===== src/rtl/wrtab_pkg.sv =====
package wrtab_pkg;

   // Per-row update chosen each cycle
   typedef enum logic [1:0] {
      ROW_KEEP  = 2'd0,   // nothing touches this row
      ROW_SHIFT = 2'd1,   // entries removed, survivors close up
      ROW_PUSH  = 2'd2    // new writer enters slot 0
   } row_op_e;

endpackage


===== src/rtl/wrtab_issue.sv =====
module wrtab_issue #(
   parameter int NUM_REGS = 8,
   parameter int RW       = 3
) (
   input  logic                iss_valid,
   input  logic [RW-1:0]       iss_reg,
   input  logic                rb_valid,
   input  logic [NUM_REGS-1:0] row_full,
   output logic [NUM_REGS-1:0] push_vec,
   output logic                iss_busy
);

   logic [NUM_REGS-1:0] sel;
   logic                sel_full;

   for (genvar r = 0; r < NUM_REGS; r++) begin : g_dec
      assign sel[r] = (iss_reg == RW'(r));
   end

   assign sel_full = |(sel & row_full);
   assign iss_busy = iss_valid && sel_full;

   always_comb begin
      if (iss_valid && !rb_valid && !sel_full) push_vec = sel;
      else                                     push_vec = '0;
   end

endmodule


===== src/rtl/wrtab_or_reduce.sv =====
module wrtab_or_reduce #(
   parameter int NUM_ROWS = 8,
   parameter int WIDTH    = 4
) (
   input  logic [NUM_ROWS*WIDTH-1:0] rows_flat,
   output logic [WIDTH-1:0]          merged
);

   always_comb begin
      merged = '0;
      for (int r = 0; r < NUM_ROWS; r++) merged |= rows_flat[r*WIDTH +: WIDTH];
   end

endmodule


===== src/rtl/wrtab_row.sv =====
module wrtab_row
   import wrtab_pkg::*;
#(
   parameter int NUM_FU     = 4,
   parameter int HIST_DEPTH = 2
) (
   input  logic              clk,
   input  logic              rst_n,
   input  logic [NUM_FU-1:0] remove_mask,
   input  logic [NUM_FU-1:0] cancel_mask,
   input  logic              rb_active,
   input  logic              push_en,
   input  logic [NUM_FU-1:0] push_fu,
   output logic [NUM_FU-1:0] cur_fu,
   output logic [NUM_FU-1:0] hist_fu,
   output logic [NUM_FU-1:0] revert_fu,
   output logic              full
);

   localparam int SLOTS = HIST_DEPTH + 1;

   logic [NUM_FU-1:0] slot_q   [SLOTS];
   logic [NUM_FU-1:0] kept     [SLOTS];
   logic [NUM_FU-1:0] packed_s [SLOTS];
   logic [NUM_FU-1:0] slot_d   [SLOTS];
   logic [NUM_FU-1:0] revert_q;
   logic              any_removed;
   logic              cur_cancelled;
   row_op_e           op;

   // strip removed units from every slot
   always_comb begin
      any_removed = 1'b0;
      for (int k = 0; k < SLOTS; k++) begin
         kept[k]     = slot_q[k] & ~remove_mask;
         any_removed = any_removed | (|(slot_q[k] & remove_mask));
      end
   end

   if (HIST_DEPTH == 0) begin : g_flat
      always_comb packed_s[0] = kept[0];
      assign hist_fu = '0;
   end else begin : g_stack
      // stable compaction: k-th surviving entry goes to slot k
      always_comb begin
         int pos;
         pos = 0;
         for (int k = 0; k < SLOTS; k++) packed_s[k] = '0;
         for (int k = 0; k < SLOTS; k++) begin
            for (int j = 0; j < SLOTS; j++) begin
               if ((pos == j) && (|kept[k])) packed_s[j] = kept[k];
            end
            if (|kept[k]) pos = pos + 1;
         end
      end

      always_comb begin
         hist_fu = '0;
         for (int k = 1; k < SLOTS; k++) hist_fu |= slot_q[k];
      end
   end

   always_comb begin
      if (push_en)          op = ROW_PUSH;
      else if (any_removed) op = ROW_SHIFT;
      else                  op = ROW_KEEP;
   end

   always_comb begin
      case (op)
         ROW_PUSH: begin
            slot_d[0] = push_fu;
            for (int k = 1; k < SLOTS; k++) slot_d[k] = packed_s[k-1];
         end
         ROW_SHIFT: begin
            for (int k = 0; k < SLOTS; k++) slot_d[k] = packed_s[k];
         end
         default: begin
            for (int k = 0; k < SLOTS; k++) slot_d[k] = slot_q[k];
         end
      endcase
   end

   assign cur_cancelled = rb_active && (|(slot_q[0] & cancel_mask));

   always_ff @(posedge clk) begin
      if (!rst_n) begin
         for (int k = 0; k < SLOTS; k++) slot_q[k] <= '0;
         revert_q <= '0;
      end else begin
         for (int k = 0; k < SLOTS; k++) slot_q[k] <= slot_d[k];
         revert_q <= cur_cancelled ? packed_s[0] : '0;
      end
   end

   assign cur_fu    = slot_q[0];
   assign full      = |slot_q[HIST_DEPTH];
   assign revert_fu = revert_q;

endmodule


===== src/rtl/wrtab_top.sv =====
module wrtab_top #(
   parameter int NUM_REGS   = 8,
   parameter int NUM_FU     = 4,
   parameter int HIST_DEPTH = 2,
   localparam int RW = (NUM_REGS > 1) ? $clog2(NUM_REGS) : 1
) (
   input  logic                       clk,
   input  logic                       rst_n,
   input  logic                       iss_valid,
   input  logic [RW-1:0]              iss_reg,
   input  logic [NUM_FU-1:0]          iss_fu,
   output logic                       iss_busy,
   input  logic [NUM_FU-1:0]          done_mask,
   input  logic                       rb_valid,
   input  logic [NUM_FU-1:0]          rb_cancel,
   output logic [NUM_REGS*NUM_FU-1:0] cur_writer,
   output logic [NUM_FU-1:0]          hold_commit,
   output logic [NUM_REGS*NUM_FU-1:0] rb_writer,
   output logic [NUM_FU-1:0]          flush_fu
);

   localparam int FLAT_W = NUM_REGS * NUM_FU;

   if (NUM_REGS < 2) begin : g_bad_regs
      $error("wrtab_top: NUM_REGS must be at least 2");
   end
   if (NUM_FU < 2) begin : g_bad_fu
      $error("wrtab_top: NUM_FU must be at least 2");
   end
   if (HIST_DEPTH < 0) begin : g_bad_depth
      $error("wrtab_top: HIST_DEPTH must not be negative");
   end

   logic [NUM_REGS-1:0] row_full;
   logic [NUM_REGS-1:0] push_vec;
   logic [NUM_FU-1:0]   remove_mask;
   logic [NUM_FU-1:0]   cancel_mask;
   logic [FLAT_W-1:0]   hist_flat;

   assign cancel_mask = rb_valid ? rb_cancel : '0;
   assign remove_mask = done_mask | cancel_mask;

   wrtab_issue #(
      .NUM_REGS (NUM_REGS),
      .RW       (RW)
   ) u_issue (
      .iss_valid (iss_valid),
      .iss_reg   (iss_reg),
      .rb_valid  (rb_valid),
      .row_full  (row_full),
      .push_vec  (push_vec),
      .iss_busy  (iss_busy)
   );

   for (genvar r = 0; r < NUM_REGS; r++) begin : g_row
      wrtab_row #(
         .NUM_FU     (NUM_FU),
         .HIST_DEPTH (HIST_DEPTH)
      ) u_row (
         .clk         (clk),
         .rst_n       (rst_n),
         .remove_mask (remove_mask),
         .cancel_mask (cancel_mask),
         .rb_active   (rb_valid),
         .push_en     (push_vec[r]),
         .push_fu     (iss_fu),
         .cur_fu      (cur_writer[r*NUM_FU +: NUM_FU]),
         .hist_fu     (hist_flat[r*NUM_FU +: NUM_FU]),
         .revert_fu   (rb_writer[r*NUM_FU +: NUM_FU]),
         .full        (row_full[r])
      );
   end

   wrtab_or_reduce #(
      .NUM_ROWS (NUM_REGS),
      .WIDTH    (NUM_FU)
   ) u_hold (
      .rows_flat (hist_flat),
      .merged    (hold_commit)
   );

   wrtab_or_reduce #(
      .NUM_ROWS (NUM_REGS),
      .WIDTH    (NUM_FU)
   ) u_flush (
      .rows_flat (rb_writer),
      .merged    (flush_fu)
   );

endmodule


===== config.mk =====
export PLATFORM = sky130hd
export DESIGN_NAME = wrtab_top
export DESIGN_NICKNAME = d
export VERILOG_FILES = /design/src/rtl/wrtab_pkg.sv /design/src/rtl/wrtab_issue.sv /design/src/rtl/wrtab_or_reduce.sv /design/src/rtl/wrtab_row.sv /design/src/rtl/wrtab_top.sv
export SDC_FILE = /design/constraint.sdc
export NUM_CORES = 1
export LEC_CHECK = 0
export BUFFER_PORTS_ARGS = -buffer_cell sky130_fd_sc_hd__buf_2
export CORE_AREA = 4 4 137 139
export CTS_CLUSTER_SIZE = 12
export DETAILED_ROUTE_END_ITERATION = 7
export DIE_AREA = 0 0 141 143
export PLACE_DENSITY = 0.7
export RECOVER_POWER = 100
export SLEW_MARGIN = 30
export SYNTH_ARGS = -nofsm -noshare
export SYNTH_HDL_FRONTEND = slang
export SYNTH_SLANG_ARGS = --single-unit

===== constraint.sdc =====
create_clock -name clk -period 3.85 [get_ports clk]
set_input_delay 0.385 -clock clk [delete_from_list [all_inputs] [get_ports clk]]
set_output_delay 0.385 -clock clk [all_outputs]
set_load 0.1 [all_outputs]

==> impl_metrics.env <==
export IMPL_status="complete, no violations"
export IMPL_cp_slowest_stage_delay_ps=740
export IMPL_cts_tree="yes"
export IMPL_dr_pass1_iters=6
export IMPL_cts_repair_resized=0
export IMPL_drc=0
export IMPL_n_fill_cell=1749
export IMPL_core_area_mm2=0.01766
export IMPL_synth_top_area_frac=0.2903
export IMPL_antenna_cells=0
export IMPL_die_x_um=141
export IMPL_final_setup_viol_count=0
export IMPL_crit_fanout=23
export IMPL_synth_area_mm2=0.008827
export IMPL_synthArstFlopShare=0
export IMPL_netlist_instances=1159
export IMPL_worst_slew_pin_slew_ps=1231
export IMPL_avgSynthCellArea_um2=7.616
export IMPL_fin_crit_ps=3242
export IMPL_clock_latency_ps=430
export IMPL_die_h_um=143
export IMPL_root_buffer="clkbuf_16"
export IMPL_synth_main_ff_cell="dfxtp_1"
export IMPL_crit_path_start_kind="primary input"
export IMPL_cts_htree_levels=4
export IMPL_hold_viol=0
export IMPL_routedWlPerCell_um=24.13
export IMPL_clk_pin_slew_ps=60
export IMPL_overflow=0
export IMPL_cts_buffers=17
export IMPL_synth_area_leaders="dfxtp_1 (29%), nand2_1 (5.5%), o21ai_0 (4.3%), a22oi_1 (4.0%), a21oi_1 (3.9%)"
export IMPL_dp_slack_ps=680.2
export IMPL_final_nets=1218
export IMPL_maxCapViolCount=0
export IMPL_worst_path_max_delay_cell="a21oi_4"
export IMPL_critical_path_class="primary input to flip-flop"
export IMPL_tns_ps=0
export IMPL_post_cts_setup_buffer_count=0
export IMPL_ys_seq_area_frac=0.2903
export IMPL_power_per_cell_area_mw_per_mm2=437.7
export IMPL_fmax_mhz=308.4
export IMPL_crit_required_ps=4180
export IMPL_rsz0062_at_grt="false"
export IMPL_crit_chain="clkbuf_1 > a21oi_4 > clkbuf_1 > a22oi_1 > nand3_1 > ha_1 > o21ai_2 > a32oi_1 > or3_1 > a221oi_1"
export IMPL_yosysWarnings=0
export IMPL_peakVddDrop_mv=0.3131
export IMPL_hold_path_class="primary input to flip-flop"
export IMPL_pin_count=92
export IMPL_hold_buffers=0
export IMPL_gp_congestion=1.004
export IMPL_grt_total_usage=0.3333
export IMPL_min_path_cells=4
export IMPL_cp_num_buf_inv=2
export IMPL_reg2regPathDepth=10
export IMPL_grt_pass1_vias=8788
export IMPL_rows=49
export IMPL_drtIter0Drc=1535
export IMPL_start_util=0.4999
export IMPL_ant_nets=0
export IMPL_post_dp_hpwl_um=23900
export IMPL_critPathArrivalTime_ps=3570
export IMPL_die_area_mm2=0.02016
export IMPL_worstSetupEndpointType="flip-flop"
export IMPL_slew_headroom=0.1720
export IMPL_cp_depth=10
export IMPL_synth_edff_count=0
export IMPL_area_growth_pct=10.25
export IMPL_yosysTopAreaCell="dfxtp_1"
export IMPL_grt_max_degree=39
export IMPL_path_common_cell="clkbuf_1"
export IMPL_cts_sinks=128
export IMPL_antenna_found_initial=1
export IMPL_clk_path_buf_depth=2
export IMPL_ys_seq_elements=128
export IMPL_finalCritPeriodShare=0.8422
export IMPL_slew_violations=0
export IMPL_grt_first_pass_wirelength_um=52380
export IMPL_drt_total_wl_um=34200
export IMPL_vias=9828
export IMPL_critical_path_top_delay_family="compound AO/OA/AOI/OAI gates"
export IMPL_ys_top_cells_by_count="nand2_1 (130), dfxtp_1 (128), o21ai_0 (76)"
export IMPL_vias_per_cell=6.936
export IMPL_finalClockSkew_ps=7.218
export IMPL_p_leak_nw=3.257
export IMPL_drive_above_1_share=0.07323
export IMPL_synth_nets=1202
export IMPL_yosysUniqueCellTypes=76
export IMPL_yosysMostFrequentCell="nand2_1"
export IMPL_setup_ws_ps=607.7
export IMPL_io_buffers=91
tightest hold or removal path, stage by stage:
cell and delay (ps):
buf_2 140, a21oi_4 90, nand4b_1 100, a31oi_1 80
kinds of logic (layout without fill, tap and decap cells):
group / after synthesis / in the layout / synth area share
AO/OA/AOI/OAI: 423 / 423 / 0.3296
adder cells (fa/ha/maj): 24 / 24 / 0.03402
buffers and inverters: 153 / 182 / 0.08519
flip-flops: 128 / 128 / 0.2903
multiplexers: 25 / 25 / 0.03132
AND/OR/NAND/NOR: 406 / 406 / 0.2296
worst paths after layout:
path | startpoint | end | slack (ps)
setup / recovery | rb_valid | g_row[7].u_row.slot_q[0][7]$_SDFFE_PN0P_ | 610
hold / removal | done_mask[3] | g_row[3].u_row.slot_q[0][7]$_SDFFE_PN0P_ | 420
setup reg to reg | g_row[1].u_row.slot_q[0][1]$_SDFFE_PN0P_ | g_row[1].u_row.slot_q[0][3]$_SDFFE_PN0P_ | 1150
hold reg to reg | g_row[4].u_row.slot_q[0][5]$_SDFFE_PN0P_ | g_row[4].u_row.slot_q[0][5]$_SDFFE_PN0P_ | 580
per-layer routing:
metal | wire (um) | vias up | global-route usage
met1 | 14040 | 4608 | 0.4681
met3 | 3880 | 137 | 0.06095
li1 | - | 4395 | -
met5 | 13 | - | 0
met2 | 14750 | 686 | 0.5045
met4 | 1517 | 2 | 0.1392
flip-flops by register name, indices dropped and copies added (netlist names):
signal	flops
g_row.u_row.slot_q	96
g_row.u_row.revert_fu	32
metrics by stage:
step           hold slack, ps  instances  power, W    util  cell area [um^2]
2_1_floorplan           498.0       1159  0.002187       -              8827
3_3_place_gp            558.2       1385  0.002385  0.5192              9168
3_5_place_dp            560.6       1385  0.002390  0.5196              9174
4_1_cts                 407.3       1417  0.004257  0.5581              9854
5_1_grt                 424.8       1417  0.004390  0.5512              9732
6_report                419.3       1417  0.004259  0.5512              9732
cell type report:
class | instances | area [um^2] | share of cell area
timing repair buffer | 118 | 561.8 | 0.05773
clock inverter | 9 | 202.7 | 0.02083
clock buffer | 23 | 478.0 | 0.04911
multi-input combinational | 878 | 5520 | 0.5672
sequential | 128 | 2562 | 0.2633
tap | 229 | 286.5 | 0.02944
inverter | 32 | 120.1 | 0.01234
where the power goes:
part	internal, W	switching (W)	leakage (nW)
clock network	0.00127	0.000615	0.332
registers	0.00136	0.0000838	1.03
logic	0.000223	0.000709	1.89
total	0.00285	0.00141	3.26
cells in the final DEF, fill, tap and decap left out, types with 5 or more instances in the layout:
cell / count
nand2_1: 130
dfxtp_1: 128
clkbuf_1: 80
o21ai_0: 78
a21oi_1: 68
nor2_1: 56
a22oi_1: 47
nor3_1: 47
nand3_1: 37
nor4_1: 32
inv_1: 31
a31oi_1: 29
ha_1: 24
a211oi_1: 23
o22ai_1: 22
mux2i_1: 22
buf_4: 21
buf_2: 19
a21o_1: 18
a221oi_1: 18
and3_1: 17
clkbuf_16: 17
nor2b_1: 15
o21a_1: 15
a211o_1: 15
nand4_1: 13
nand3b_1: 13
o31ai_1: 11
and2_1: 11
a21boi_0: 9
o211a_1: 8
o31a_1: 7
a311o_1: 6
bufinv_16: 6
or4_1: 5
and2_0: 5
a32oi_1: 5
nand4b_1: 5
a311oi_1: 5
No activity file was read; power rests on OpenSTA's default activity.
